--- src/rtl/jtol_pkg.sv ---
package jtol_pkg;
    typedef enum logic [2:0] {
        S_IDLE    = 3'd0,
        S_SET     = 3'd1,
        S_RECOVER = 3'd2,
        S_MEASURE = 3'd3,
        S_DECIDE  = 3'd4,
        S_FINISH  = 3'd5
    } jtol_state_e;
endpackage

--- src/rtl/jtol_timer.sv ---
module jtol_timer #(
    parameter int W = 16
) (
    input  logic         clk,
    input  logic         rst_n,
    input  logic         load_i,
    input  logic [W-1:0] load_val_i,
    output logic         zero_o
);
    logic [W-1:0] cnt_d, cnt_q;

    always_comb begin
        cnt_d = cnt_q;
        if (load_i)
            cnt_d = load_val_i;
        else if (cnt_q != '0)
            cnt_d = cnt_q - 1'b1;
    end

    always_ff @(posedge clk or negedge rst_n) begin
        if (!rst_n) cnt_q <= '0;
        else        cnt_q <= cnt_d;
    end

    assign zero_o = (cnt_q == '0);

    // a spent timer stays spent until reloaded
    p_timer_floor_r5: assert property (@(posedge clk) disable iff (!rst_n)
        (zero_o && !load_i) |=> zero_o);
endmodule

--- src/rtl/jtol_errcnt.sv ---
module jtol_errcnt #(
    parameter int W = 8
) (
    input  logic         clk,
    input  logic         rst_n,
    input  logic         clr_i,
    input  logic         inc_i,
    output logic [W-1:0] cnt_o
);
    localparam logic [W-1:0] TOP = {W{1'b1}};

    logic [W-1:0] cnt_d, cnt_q;

    always_comb begin
        cnt_d = cnt_q;
        if (clr_i)
            cnt_d = '0;
        else if (inc_i && cnt_q != TOP)
            cnt_d = cnt_q + 1'b1;
    end

    always_ff @(posedge clk or negedge rst_n) begin
        if (!rst_n) cnt_q <= '0;
        else        cnt_q <= cnt_d;
    end

    assign cnt_o = cnt_q;

    p_err_sat_r8: assert property (@(posedge clk) disable iff (!rst_n)
        (cnt_q == TOP && inc_i && !clr_i) |=> (cnt_o == TOP));

    p_err_clear_r6: assert property (@(posedge clk) disable iff (!rst_n)
        clr_i |=> (cnt_o == '0));
endmodule

--- src/rtl/jtol_step.sv ---
module jtol_step #(
    parameter int W = 8
) (
    input  logic [W-1:0] amp_i,
    input  logic [W-1:0] step_i,
    input  logic [W-1:0] res_i,
    input  logic         pass_i,
    output logic [W-1:0] next_amp_o,
    output logic [W-1:0] next_step_o,
    output logic         last_o
);
    logic [W-1:0] half;
    logic [W:0]   sum;
    logic [W-1:0] up_amp, dn_amp;

    always_comb begin
        half        = step_i >> 1;
        sum         = {1'b0, amp_i} + {1'b0, half};
        up_amp      = sum[W] ? {W{1'b1}} : sum[W-1:0];
        dn_amp      = (half > amp_i) ? '0 : (amp_i - half);
        next_amp_o  = pass_i ? up_amp : dn_amp;
        next_step_o = half;
        last_o      = (step_i <= res_i) || (half == '0);
    end
endmodule

--- src/rtl/jtol_search.sv ---
module jtol_search
    import jtol_pkg::*;
#(
    parameter int AMP_W = 8,
    parameter int CNT_W = 16,
    parameter int ERR_W = 8
) (
    input  logic             clk,
    input  logic             rst_n,
    input  logic             start,
    input  logic [AMP_W-1:0] tol_limit,
    input  logic [AMP_W-1:0] resolution,
    input  logic [CNT_W-1:0] recover_len,
    input  logic [CNT_W-1:0] gate_len,
    input  logic [ERR_W-1:0] err_limit,
    input  logic             err_pulse,
    output logic [AMP_W-1:0] amp_code,
    output logic             busy,
    output logic             done,
    output logic             no_pass,
    output logic [AMP_W-1:0] max_amp
);
    typedef struct packed {
        jtol_state_e      state;
        logic [AMP_W-1:0] amp;
        logic [AMP_W-1:0] step;
        logic [AMP_W-1:0] best;
        logic             passed;
        logic [AMP_W-1:0] res;
        logic [CNT_W-1:0] rec;
        logic [CNT_W-1:0] gate;
        logic [ERR_W-1:0] thr;
    } regs_t;

    regs_t r_d, r_q;

    logic             tmr_load;
    logic [CNT_W-1:0] tmr_val;
    logic             tmr_zero;
    logic             ec_clr;
    logic             ec_inc;
    logic [ERR_W-1:0] ec_cnt;
    logic             trial_pass;
    logic [AMP_W-1:0] nx_amp;
    logic [AMP_W-1:0] nx_step;
    logic             nx_last;

    jtol_timer #(.W(CNT_W)) u_timer (
        .clk        (clk),
        .rst_n      (rst_n),
        .load_i     (tmr_load),
        .load_val_i (tmr_val),
        .zero_o     (tmr_zero)
    );

    jtol_errcnt #(.W(ERR_W)) u_errcnt (
        .clk   (clk),
        .rst_n (rst_n),
        .clr_i (ec_clr),
        .inc_i (ec_inc),
        .cnt_o (ec_cnt)
    );

    jtol_step #(.W(AMP_W)) u_step (
        .amp_i       (r_q.amp),
        .step_i      (r_q.step),
        .res_i       (r_q.res),
        .pass_i      (trial_pass),
        .next_amp_o  (nx_amp),
        .next_step_o (nx_step),
        .last_o      (nx_last)
    );

    assign trial_pass = (ec_cnt <= r_q.thr);
    assign ec_inc     = (r_q.state == S_MEASURE) && err_pulse;

    always_comb begin
        r_d      = r_q;
        tmr_load = 1'b0;
        tmr_val  = '0;
        ec_clr   = 1'b0;
        case (r_q.state)
            S_IDLE, S_FINISH: begin
                if (start) begin
                    r_d.amp    = tol_limit >> 1;
                    r_d.step   = tol_limit >> 1;
                    r_d.best   = '0;
                    r_d.passed = 1'b0;
                    r_d.res    = resolution;
                    r_d.rec    = recover_len;
                    r_d.gate   = gate_len;
                    r_d.thr    = err_limit;
                    r_d.state  = S_SET;
                end
            end
            S_SET: begin
                tmr_load  = 1'b1;
                tmr_val   = r_q.rec;
                r_d.state = S_RECOVER;
            end
            S_RECOVER: begin
                if (tmr_zero) begin
                    tmr_load  = 1'b1;
                    tmr_val   = r_q.gate;
                    ec_clr    = 1'b1;
                    r_d.state = S_MEASURE;
                end
            end
            S_MEASURE: begin
                if (tmr_zero)
                    r_d.state = S_DECIDE;
            end
            S_DECIDE: begin
                if (trial_pass) begin
                    r_d.best   = r_q.amp;
                    r_d.passed = 1'b1;
                end
                if (nx_last) begin
                    r_d.state = S_FINISH;
                end else begin
                    r_d.amp   = nx_amp;
                    r_d.step  = nx_step;
                    r_d.state = S_SET;
                end
            end
            default: r_d.state = S_IDLE;
        endcase
    end

    always_ff @(posedge clk or negedge rst_n) begin
        if (!rst_n) begin
            r_q       <= '0;
            r_q.state <= S_IDLE;
        end else begin
            r_q <= r_d;
        end
    end

    assign busy     = (r_q.state != S_IDLE) && (r_q.state != S_FINISH);
    assign done     = (r_q.state == S_FINISH);
    assign no_pass  = done && !r_q.passed;
    assign max_amp  = r_q.best;
    assign amp_code = busy ? r_q.amp : '0;

    // the decision step either begins a new trial or ends the search
    p_decide_exit_r4: assert property (@(posedge clk) disable iff (!rst_n)
        (r_q.state == S_DECIDE) |=> (r_q.state == S_SET || r_q.state == S_FINISH));

    // the amplitude holds while the device settles and errors are counted
    p_amp_hold_r5: assert property (@(posedge clk) disable iff (!rst_n)
        (r_q.state == S_RECOVER || r_q.state == S_MEASURE) |=> $stable(amp_code));

    p_nopass_zero_r10: assert property (@(posedge clk) disable iff (!rst_n)
        no_pass |-> (max_amp == '0 && done));

    p_start_ignored_r11: assert property (@(posedge clk) disable iff (!rst_n)
        (r_q.state == S_RECOVER && !tmr_zero && start) |=> (r_q.state == S_RECOVER));

    p_done_idle_r9: assert property (@(posedge clk) disable iff (!rst_n)
        done |-> !busy);
endmodule

--- config.mk ---
export PLATFORM = sky130hd
export DESIGN_NAME = jtol_search
export DESIGN_NICKNAME = d
export VERILOG_FILES = /design/src/rtl/jtol_pkg.sv /design/src/rtl/jtol_timer.sv /design/src/rtl/jtol_errcnt.sv /design/src/rtl/jtol_step.sv /design/src/rtl/jtol_search.sv
export SDC_FILE = /design/constraint.sdc
export NUM_CORES = 1
export LEC_CHECK = 0
export BUFFER_PORTS_ARGS = -buffer_cell sky130_fd_sc_hd__buf_2
export CORE_ASPECT_RATIO = 1.5
export CORE_MARGIN = 4
export CORE_UTILIZATION = 30
export DETAILED_ROUTE_END_ITERATION = 16
export GPL_TIMING_DRIVEN = 0
export MAX_ROUTING_LAYER = met4
export PLACE_DENSITY_LB_ADDON = 0.05
export SLEW_MARGIN = 20
export SYNTH_ARGS = -nofsm -noshare
export SYNTH_HDL_FRONTEND = slang
export SYNTH_HIERARCHICAL = 1
export SYNTH_SLANG_ARGS = --single-unit
--- constraint.sdc ---
create_clock -name clk -period 5.19 [get_ports clk]
set_input_delay 1.038 -clock clk [delete_from_list [all_inputs] [get_ports clk]]
set_output_delay 1.038 -clock clk [all_outputs]
set_load 0.05 [all_outputs]
==> results of run 1 <==
[final cells by class]
cell class	instances	area (µm²)	area share (%)
Buffer	44	254.0	3.571
Clock buffer	9	225.2	3.166
Clock inverter	7	68.82	0.9675
Inverter	43	161.4	2.269
Multi-Input combinational cell	415	3157	44.38
Sequential cell	100	2502	35.18
Tap cell	260	325.3	4.573
Timing Repair Buffer	78	419.2	5.893
[cells in the mapped netlist (all sizes together) (4+ instances only)]
cell | count | area [µm²]
buf | 34 | 216.5
a31oi | 4 | 25.02
xnor2 | 9 | 78.83
a221o | 4 | 40.04
ha | 33 | 412.9
a21oi | 25 | 128.9
a21o | 4 | 30.03
a22oi | 14 | 105.1
and3 | 4 | 25.02
inv | 43 | 161.4
a22o | 19 | 166.4
nor2 | 23 | 88.84
o21ai | 32 | 160.1
mux2 | 51 | 574.3
nor3 | 12 | 76.33
a211oi | 4 | 30.03
nand2b | 18 | 112.6
nor2b | 30 | 187.7
o221ai | 8 | 70.07
nand4 | 10 | 62.56
dfrtp | 100 | 2502
clkbuf | 10 | 37.54
nand3 | 9 | 55.05
nand2 | 39 | 146.4
nor4 | 6 | 65.06
o211a | 6 | 60.06
[how the worst max path moves through the flow]
stage,start,endpoint,slack (ns)
2_1_floorplan,r_q[74]$_DFFE_PN0P_,no_pass,2.43
3_3_place_gp,u_timer/cnt_q[0]$_DFFE_PN0P_,u_timer/cnt_q[6]$_DFFE_PN0P_,1.36
3_5_place_dp,u_timer/cnt_q[0]$_DFFE_PN0P_,u_timer/cnt_q[6]$_DFFE_PN0P_,1.33
4_1_cts,u_timer/cnt_q[0]$_DFFE_PN0P_,u_timer/cnt_q[6]$_DFFE_PN0P_,1.28
5_1_grt,u_timer/cnt_q[0]$_DFFE_PN0P_,u_timer/cnt_q[3]$_DFFE_PN0P_,1.08
6_report,u_timer/cnt_q[0]$_DFFE_PN0P_,u_timer/cnt_q[6]$_DFFE_PN0P_,1.34
[cell families after synthesis]
| group | Yosys count | share of synthesized area [%] |
|---|---|---|
| AO/OA/AOI/OAI | 141 | 16.35 |
| XOR/XNOR | 10 | 1.442 |
| adder cells (fa/ha/maj) | 35 | 7.456 |
| buffers and inverters | 87 | 6.838 |
| flip-flops | 100 | 41.19 |
| multiplexers | 53 | 9.784 |
| other | 1 | 0.06173 |
| AND/OR/NAND/NOR | 175 | 16.87 |
[state kept, by name, summed over array words and instances, names as in the netlist]
name and cells:
r_q 68, u_timer/cnt_q 16, max_amp 8, u_errcnt/cnt_o 8
[worst max-delay path, cell delays in order, from the launching register on]
cell and delay (ns):
dfrtp_1 0.42, inv_1 0.09, ha_1 0.19, nor3b_4 0.45, nand3_2 0.23, nor2_1 0.31, nand2_1 0.15, nor2_2 0.44
or2_2 0.29, clkbuf_1 0.48, clkbuf_1 0.47, o221ai_1 0.19
[per-layer routing]
metal | GRT usage, % | part of all wire (%) | wire, µm | vias up
li1 | - | - | - | 2331
met1 | 18.86 | 41 | 7210 | 2340
met2 | 29.16 | 54 | 9393 | 89
met3 | 2.233 | 2.7 | 479 | 22
met4 | 5.702 | 2.5 | 446 | 0
met5 | - | 0 | 0 | -
[per-stage QoR]
step | std cells | utilization [%]
after CTS | 956 | 35.81
after global placement | 939 | 34.16
after floorplan | 602 | -
final | 956 | 35.81
after global routing | 956 | 35.81
after detailed placement | 940 | 34.33
[power breakdown]
group / internal, µW / switching, µW
clock: 340 / 346
sequential: 883 / 124
combinational: 274 / 321
==> impl_results.md, run 1 <==
* Die area at 22640 µm²
* Kind of end point of the critical path: flop
* Iter 0 DRT Violations at 175
* RSZ-0062 raised after global routing: false
* Clock latency on the worst-skew pair at 0.36 ns
* CTS Hold Bufs at 0
* Global-route wire length before repair at 27.84 mm
* Peak supply drop at 148.2 µV
* CP max FO at 10
* Largest net degree at the start of global routing at 56
* Yosys warns at 6
* Synth Cell Area at 6075 µm²
* Leak at 0.003337 µW
* Final Max Slew Viols at 0
* Rel. slew slack at 46.72%
* Initial Util at 30.58%
* Post-DP HPWL at 13.24 mm
* Status: finished clean
* Min Clock Period, post-route at 3.849 ns
* Power per cell area at 321.7 nW/µm²
* Syn avg cell area at 10.09 µm²
* Antenna viol nets, final at 0
* Worst path required time at 5.40 ns
* Vias in the first global route at 5164
* Synthesized instance count at 602
* Overflow after GRT at 0
* Share of the yosys chip area belonging to registers at 41.19%
* R2R setup slack at 1.34 ns
* Min-Delay Path Class: reg2reg
* Min-delay src: r_q[57]$_DFFE_PN0P_
* Row Count at 63
* Fill cells at 2101
* Hold Crit Depth at 2
* CTS root buf: clkbuf_16
* Diode count at 0
* Number of synthesized flops with an enable pin at 0
* Clock Sinks at 100
* Final Hold Slack at 0.4991 ns
* RR Startpoint: u_timer/cnt_q[0]$_DFFE_PN0P_
* Synth Register Bits at 100
* Syn_nets at 697
* Drt pass-1 iters at 4
* CTS tree: built
* FFs w/ async S/R, synth at 100.0%
* Clk slew on worst S/H paths at 0.08 ns
* Fin crit share at 74.16%
* Final TNS setup at 0 ns
* Arr. time, crit path at 4.06 ns
* # port buffers at 77
* Pre-CTS setup slack at 1.326 ns
* CTS resizes at 0
* Top FF cell, synth: dfrtp_1
* CP Launch Type: flop
* Leading cell type in the layout, fill and taps excluded: dfrtp_1
* Setup bufs post-CTS at 0
* Max clock buf depth at 2
* Die Ht at 182.3 µm
* Via count at 4782
* Placed cell area at 6819 µm²
* DRC at 0
* Commonest non-fill, non-tap cells in the layout: dfrtp_1 (100), buf_2 (93), mux2_2 (51)
* Setup Viol. Count Final at 0
* Final Skew at 0.01042 ns
* Drt wl/cell at 18.34 µm
* Die width at 124.2 µm
* Initial antenna violation count at 0
* Final wirelength at 17.53 mm
* Layout cells sized above 1 at 28.45%
* Synth cell types at 73
* Slew @ Worst Pin at 0.7963 ns
* Core Area at 19860 µm²
* Inserted Clock Buffers at 9
* Final Hold Fails at 0
* I/O pin count at 79
* GPL Wtd Cong at 0.8501
* Final total power at 2288 µW
* Final Instance Area at 7113 µm²
* PnR worst setup slack at 1.341 ns
* Reg-to-Reg End: u_timer/cnt_q[6]$_DFFE_PN0P_
* Setup CP Type: reg2reg
* Hold endpoint: r_q[57]$_DFFE_PN0P_
* Via density at 5.002
* Nets at 786
* Max Freq at 259.8 MHz
* FF-to-FF path depth at 11
* H-tree Lvls at 3
* Max-Cap Viols at 0
* Area growth syn-to-layout at 17.10%
* Global Route Usage Sum at 16.49%
No activity file was read; power rests on OpenSTA's default activity.
==> run 2, diff against run 1 <==
- ABC_AREA: not set -> 1
- clock period: 5.19 -> 3.8 ns (I/O delays scaled with it)
==> impl_results.md, run 2 <==
* Antenna viol nets, final at 0 (unchanged)
* Min-Delay Path Class: in2async
* Nets at 1091 (+39%)
* WP buf/inv at 5 (+2)
* Largest net degree at the start of global routing at 74 (+32%)
* Kind of end point of the critical path: flop
* Slew @ Worst Pin at 0.5029 ns (-0.2934 ns)
* Yosys top cell by area: dfrtp_1
* CTS root buf: clkbuf_16
* Global-route wire length before repair at 30.35 mm (+9.0%)
* CTS tree: built
* Most frequent cell after synthesis: nand2_1
* DRC at 0 (unchanged)
* Area share of the largest cell type after synthesis at 38.28% (-2.9 points)
* Layout cells sized above 1 at 18.38% (-10 points)
* Overflow after GRT at 0 (unchanged)
* Global Route Usage Sum at 16.44% (-0.047 points)
* Max Freq at 324.4 MHz (+25%)
* Synth cell count leaders: nand2_1 (330), inv_1 (115), dfrtp_1 (100), o21ai_0 (68), nand3_1 (61)
* I/O pin count at 79 (unchanged)
* Power per cell area at 828.0 nW/µm² (+160%)
* Status: finished clean
* Final Max Slew Viols at 0 (unchanged)
* Inst Count DP at 1253 (+33%)
* Share of the yosys chip area belonging to registers at 38.28% (-2.9 points)
* Iter 0 DRT Violations at 177 (+1.1%)
* Largest stage delay, worst path at 0.41 ns (-0.07 ns)
* Initial Util at 30.79% (+0.21 points)
* Final wirelength at 18.42 mm (+5.1%)
* Setup Viol. Count Final at 0 (unchanged)
* Slowest CP cell: dfrtp_1
* Post-DP HPWL at 14.75 mm (+11%)
* H-tree Lvls at 3 (unchanged)
* CTS Hold Bufs at 0 (unchanged)
* Leak at 0.004093 µW (+23%)
* Die width at 128.5 µm (+3.5%)
* FFs w/ async S/R, synth at 100.0% (unchanged)
* Max reg flops at 68 (unchanged)
* Synthesized instance count at 907 (+51%)
* Diode count at 0 (unchanged)
* Drt wl/cell at 14.51 µm (-21%)
* Top flop regs: r_q: 68 flops, u_timer/cnt_q: 16 flops
* CP Launch Type: flop
* Number of synthesized flops with an enable pin at 0 (unchanged)
* Crit-path cells: inv_1 > ha_1 > nand2_4 > nor2_4 > nand3_1 > nor3_1 > inv_1 > nor2_2 > buf_2 > inv_1 > nand2_4 > clkinv_4 > nand2_1 > nand2_1
* Min Clock Period, post-route at 3.082 ns (-0.7665 ns)
* Clk slew on worst S/H paths at 0.07 ns (about the same)
* Via density at 4.456 (-11%)
* Rel. slew slack at 66.12% (+19 points)
* Fill cells at 2369 (+13%)
* Yosys warns at 6 (unchanged)
* Worst path required time at 4.05 ns (-1.35 ns)
* Top post-synthesis cells by area: dfrtp_1 (38%), nand2_1 (19%), inv_1 (6.6%), ha_1 (6.3%), o21ai_0 (5.2%)
* Final TNS setup at 0 ns (unchanged)
* Final Skew at 0.01674 ns (+0.006317 ns)
* Synth cell types at 44 (-40%)
* Setup bufs post-CTS at 0 (unchanged)
* Area growth syn-to-layout at 15.98%
* # port buffers at 77 (unchanged)
* Vias in the first global route at 5905 (+14%)
* Syn_nets at 1002 (+44%)
* GPL Wtd Cong at 0.8651 (+1.8%)
* Max-Cap Viols at 0 (unchanged)
* Clock latency on the worst-skew pair at 0.37 ns (about the same)
* RSZ-0062 raised after global routing: false
* Inserted Clock Buffers at 9 (unchanged)
* Row Count at 65 (+3.2%)
* CTS resizes at 0 (unchanged)
* Syn avg cell area at 7.206 µm² (-29%)
* Synth Cell Area at 6536 µm² (+7.6%)
* Core Area at 21230 µm² (+6.9%)
* Initial antenna violation count at 0 (unchanged)
* Synth Register Bits at 100 (unchanged)
* Die Ht at 188.8 µm (+3.6%)
* Clock Sinks at 100 (unchanged)
* Via count at 5655 (+18%)
* Arr. time, crit path at 3.33 ns (-0.73 ns)
* Crit-path most repeated cell: inv_1
* Crit-path leading delay family: simple AND/OR/NAND/NOR gates
* Die area at 24260 µm² (+7.2%)
* Setup CP Type: reg2reg
* Fin crit share at 81.12% (+7.0 points)
* Max clock buf depth at 2 (unchanged)
* Non-Filler Instances at 1269 (+33%)
* Commonest non-fill, non-tap cells in the layout: nand2_1 (330), inv_1 (115), dfrtp_1 (100)
* Final Hold Fails at 0 (unchanged)
* Leading cell type in the layout, fill and taps excluded: nand2_1
* Top FF cell, synth: dfrtp_1
* Reg with most FFs: r_q
* CP max FO at 16 (+6)
* Drt pass-1 iters at 4 (unchanged)
* Peak supply drop at 240.8 µV (+62%)
-- run 2: cell count changes in the layout (fill, tap and decap cells not counted), moves of 19 or more --
cell / previous run / this run
a22o_1: 19 / 0
inv_1: 43 / 115
mux2_2: 51 / 0
nand2_1: 39 / 330
nand3_1: 7 / 61
nor2_1: 22 / 49
nor2b_1: 30 / 0
o21ai_0: 29 / 68
-- run 2: final cells by class --
type	count	area (µm²)	area share [%]
Timing Repair Buffer	78	419.2	5.529
Multi-Input combinational cell	644	3309	43.65
Clock buffer	9	225.2	2.971
Sequential cell	100	2502	33.01
Inverter	124	473.0	6.239
Clock inverter	7	65.06	0.8582
Tap cell	268	335.3	4.423
Buffer	39	251.5	3.317
-- run 2: per-layer routing --
| layer | vias to the layer above | GRT usage, % | part of all wire [%] |
|---|---|---|---|
| met1 | 2572 | 18.14 | 40 |
| met2 | 81 | 30.11 | 55 |
| met5 | - | - | 0 |
| li1 | 2980 | - | - |
| met4 | 0 | 6.346 | 2.7 |
| met3 | 22 | 1.503 | 2.3 |
-- run 2: cells by family (layout without fill, tap and decap cells) --
group,count (synthesis),count (layout),synth area share (%)
AO/OA/AOI/OAI,113,113,10.09
XOR/XNOR,7,7,0.9380
adder cells (fa/ha/maj),35,35,6.930
buffers and inverters,163,257,11.08
flip-flops,100,100,38.28
other,1,1,0.05737
AND/OR/NAND/NOR,488,488,32.62
-- run 2: worst paths after layout --
kind	from	end	slack (ns)	cells past startpoint
max in group asynchronous	rst_n	r_q[48]$_DFFE_PN0P_	2.86	2
min in group clk	max_amp[0]$_DFFE_PN0P_	max_amp[0]$_DFFE_PN0P_	0.47	2
min reg2reg	max_amp[0]$_DFFE_PN0P_	max_amp[0]$_DFFE_PN0P_	0.47	2
max reg2reg	u_timer/cnt_q[0]$_DFFE_PN0P_	u_errcnt/cnt_o[1]$_DFFE_PN0P_	0.72	14
max	u_timer/cnt_q[0]$_DFFE_PN0P_	u_errcnt/cnt_o[1]$_DFFE_PN0P_	0.72	14
min	rst_n	u_errcnt/cnt_o[6]$_DFFE_PN0P_	0.27	1
-- run 2: power breakdown --
group          switching [µW]  internal [µW]  total, µW
sequential                361           1500       1870
clock                     472            462        933
combinational            2280           1190       3480
-- run 2: metrics by stage --
step / setup WS [ns] / cell area (µm²) / hold slack [ns] / total power [µW] / utilization, %
floorplan: 1.497 / 6536 / 0.4426 / 4467 / -
global placement: 0.5789 / 7257 / 0.4576 / 5412 / 34.19
detailed placement: 0.6086 / 7291 / 0.4594 / 5433 / 34.35
CTS: 0.5846 / 7581 / 0.2714 / 6397 / 35.71
global route: 0.3987 / 7581 / 0.2874 / 6944 / 35.71
finish: 0.7176 / 7581 / 0.2741 / 6277 / 35.71
==> run 3, diff against run 2 <==
- ABC_AREA: 1 -> 0
- clock period: 3.8 -> 3 ns (I/O delays scaled with it)
==> impl_results.md, run 3 (synthesized netlist as in run 1, its figures left out) <==
* Kind of end point of the critical path: flop
* Peak supply drop at 256.1 µV (+6.4%)
* Met1 Resource Use GR at 18.86% (+0.72 points)
* Diode count at 0 (unchanged)
* Nets at 792 (-27%)
* Max-Cap Viols at 0 (unchanged)
* RR Startpoint: r_q[70]$_DFFE_PN0P_
* Power per cell area at 556.8 nW/µm² (-33%)
* Vias in the first global route at 5185 (-12%)
* Top flop regs: r_q: 68 flops, u_timer/cnt_q: 16 flops
* Drt wl/cell at 18.28 µm (+26%)
* Inserted Clock Buffers at 9 (unchanged)
* I/O pin count at 79 (unchanged)
* CP Launch Type: flop
* Die area at 22640 µm² (-6.7%)
* Initial antenna violation count at 0 (unchanged)
* DRC at 0 (unchanged)
* GPL Wtd Cong at 0.8501 (-1.7%)
* # port buffers at 77 (unchanged)
* Rel. slew slack at 46.75% (-19 points)
* Leak at 0.003377 µW (-17%)
* Iter 0 DRT Violations at 151 (-15%)
* RSZ-0062 raised after global routing: false
* Via count at 4804 (-15%)
* Global-route wire length before repair at 27.91 mm (-8.0%)
* Commonest non-fill, non-tap cells in the layout: dfrtp_1 (96), buf_2 (93), mux2_2 (51)
* Die width at 124.2 µm (-3.4%)
* Worst path required time at 3.29 ns (-0.76 ns)
* Max reg flops at 68 (unchanged)
* Area growth syn-to-layout at 18.52%
* Slew @ Worst Pin at 0.7959 ns (+0.2929 ns)
* Largest stage delay, worst path at 0.48 ns (+0.07 ns)
* Pre-CTS setup slack at -0.8637 ns (-1.472 ns)
* Via density at 4.994 (+12%)
* Final Instance Area at 7199 µm² (-5.0%)
* Initial Util at 30.58% (-0.21 points)
* Clk slew on worst S/H paths at 0.08 ns (about the same)
* Status: finished clean
* Min-Delay Path Class: in2async
* Largest net degree at the start of global routing at 56 (-24%)
* CTS tree: built
* WP buf/inv at 2 (-3)
* H-tree Lvls at 3 (unchanged)
* Util after Layout at 36.24% (+0.53 points)
* Final Hold Slack at 0.2049 ns (-0.06920 ns)
* Reg area at 2507 µm² (+0.20%)
* Max Freq at 354.7 MHz (+9.3%)
* Arr. time, crit path at 3.10 ns (-0.23 ns)
* Grt peak-use layer: met2
* CP max FO at 9 (-7)
* Placed cell area at 6819 µm² (-6.5%)
* Post-DP HPWL at 13.24 mm (-10%)
* Met2 Use GR at 29.25% (-0.86 points)
* Final wirelength at 17.58 mm (-4.5%)
* Global Route Usage Sum at 16.52% (+0.074 points)
* Crit-path cells: ha_1 > buf_6 > or3b_1 > a2111o_1 > nand4_1 > buf_4 > o221ai_1 > a21oi_2 > a22oi_1 > o21ai_1
* Core Area at 19860 µm² (-6.4%)
* Slowest CP cell: dfrtp_1
* PnR worst setup slack at 0.1807 ns (-0.5369 ns)
* Max clock buf depth at 2 (unchanged)
* Min Clock Period, post-route at 2.819 ns (-0.2631 ns)
* Crit. Startpoint: r_q[70]$_DFFE_PN0P_
* Leading cell type in the layout, fill and taps excluded: dfrtp_1
* Drt pass-1 iters at 5 (+1)
* Reg with most FFs: r_q
* Die Ht at 182.3 µm (-3.4%)
* Layout cells sized above 1 at 31.20% (+13 points)
* Multi-input gate area at 3184 µm² (-3.8%)
* Row Count at 63 (-3.1%)
* Final Skew at 0.01071 ns (-0.006032 ns)
* Antenna viol nets, final at 0 (unchanged)
* Fill cells at 2095 (-12%)
* Final Hold Fails at 0 (unchanged)
* Crit-path leading delay family: compound AO/OA/AOI/OAI gates
* Overflow after GRT at 0 (unchanged)
* Met3 GRT Util at 2.233% (+0.73 points)
* Clock Sinks at 100 (unchanged)
* CTS root buf: clkbuf_16
* Setup Viol. Count Final at 0 (unchanged)
* Fin crit share at 93.98% (+13 points)
* Clock latency on the worst-skew pair at 0.36 ns (about the same)
* Final Max Slew Viols at 0 (unchanged)
* Setup CP Type: reg2reg
[run 3: area by class of cell]
class | instances | area share, %
multi-input combinational | 415 | 44.23
sequential | 100 | 34.83
timing repair buffer | 84 | 6.448
tap | 260 | 4.519
buffer | 44 | 3.650
clock buffer | 9 | 3.128
inverter | 43 | 2.242
clock inverter | 7 | 0.9559
[run 3: per-stage QoR]
stage / total power [µW] / TNS (ns) / instances
3_5_place_dp: 2807 / -12.60 / 940
2_1_floorplan: 2475 / 0 / 602
5_1_grt: 4274 / 0 / 962
6_report: 4009 / 0 / 962
4_1_cts: 4055 / 0 / 959
3_3_place_gp: 2771 / -12.06 / 939
[run 3: repair_timing]
action                                 CTS  global route
cloned                                   0             0
resized for setup                        7            15
buffers inserted                         3             3
setup endpoints to repair               28            18
pin swaps                                2             3
endpoints found under the hold margin    0             0
hold buffers                             0             0
[run 3: layer usage]
metal / part of all wire, % / up-vias
met3: 2.5 / 22
met4: 2.4 / 0
li1: - / 2344
met5: 0 / -
met1: 41 / 2350
met2: 54 / 88
[run 3: report_power, final]
part | switching, µW | leakage (µW) | total (µW) | internal [µW]
Sequential | 214 | 0.00128 | 1740 | 1530
Clock | 601 | 0.000143 | 1190 | 588
Combinational | 573 | 0.00196 | 1080 | 505
Total | 1390 | 0.00338 | 4010 | 2620
[run 3: path summary, 6_finish.rpt]
check                                      end  slack [ns]  cells past startpoint
setup / recovery           r_q[67]$_DFFE_PN0P_        0.18                     10
hold / removal             r_q[14]$_DFFE_PN0P_        0.20                      1
setup reg to reg           r_q[67]$_DFFE_PN0P_        0.18                     10
hold reg to reg            r_q[57]$_DFFE_PN0P_        0.50                      2
max in group asynchronous   r_q[5]$_DFFE_PN0P_        2.14                      2
min in group clk            r_q[7]$_DFFE_PN0P_        0.45                      3
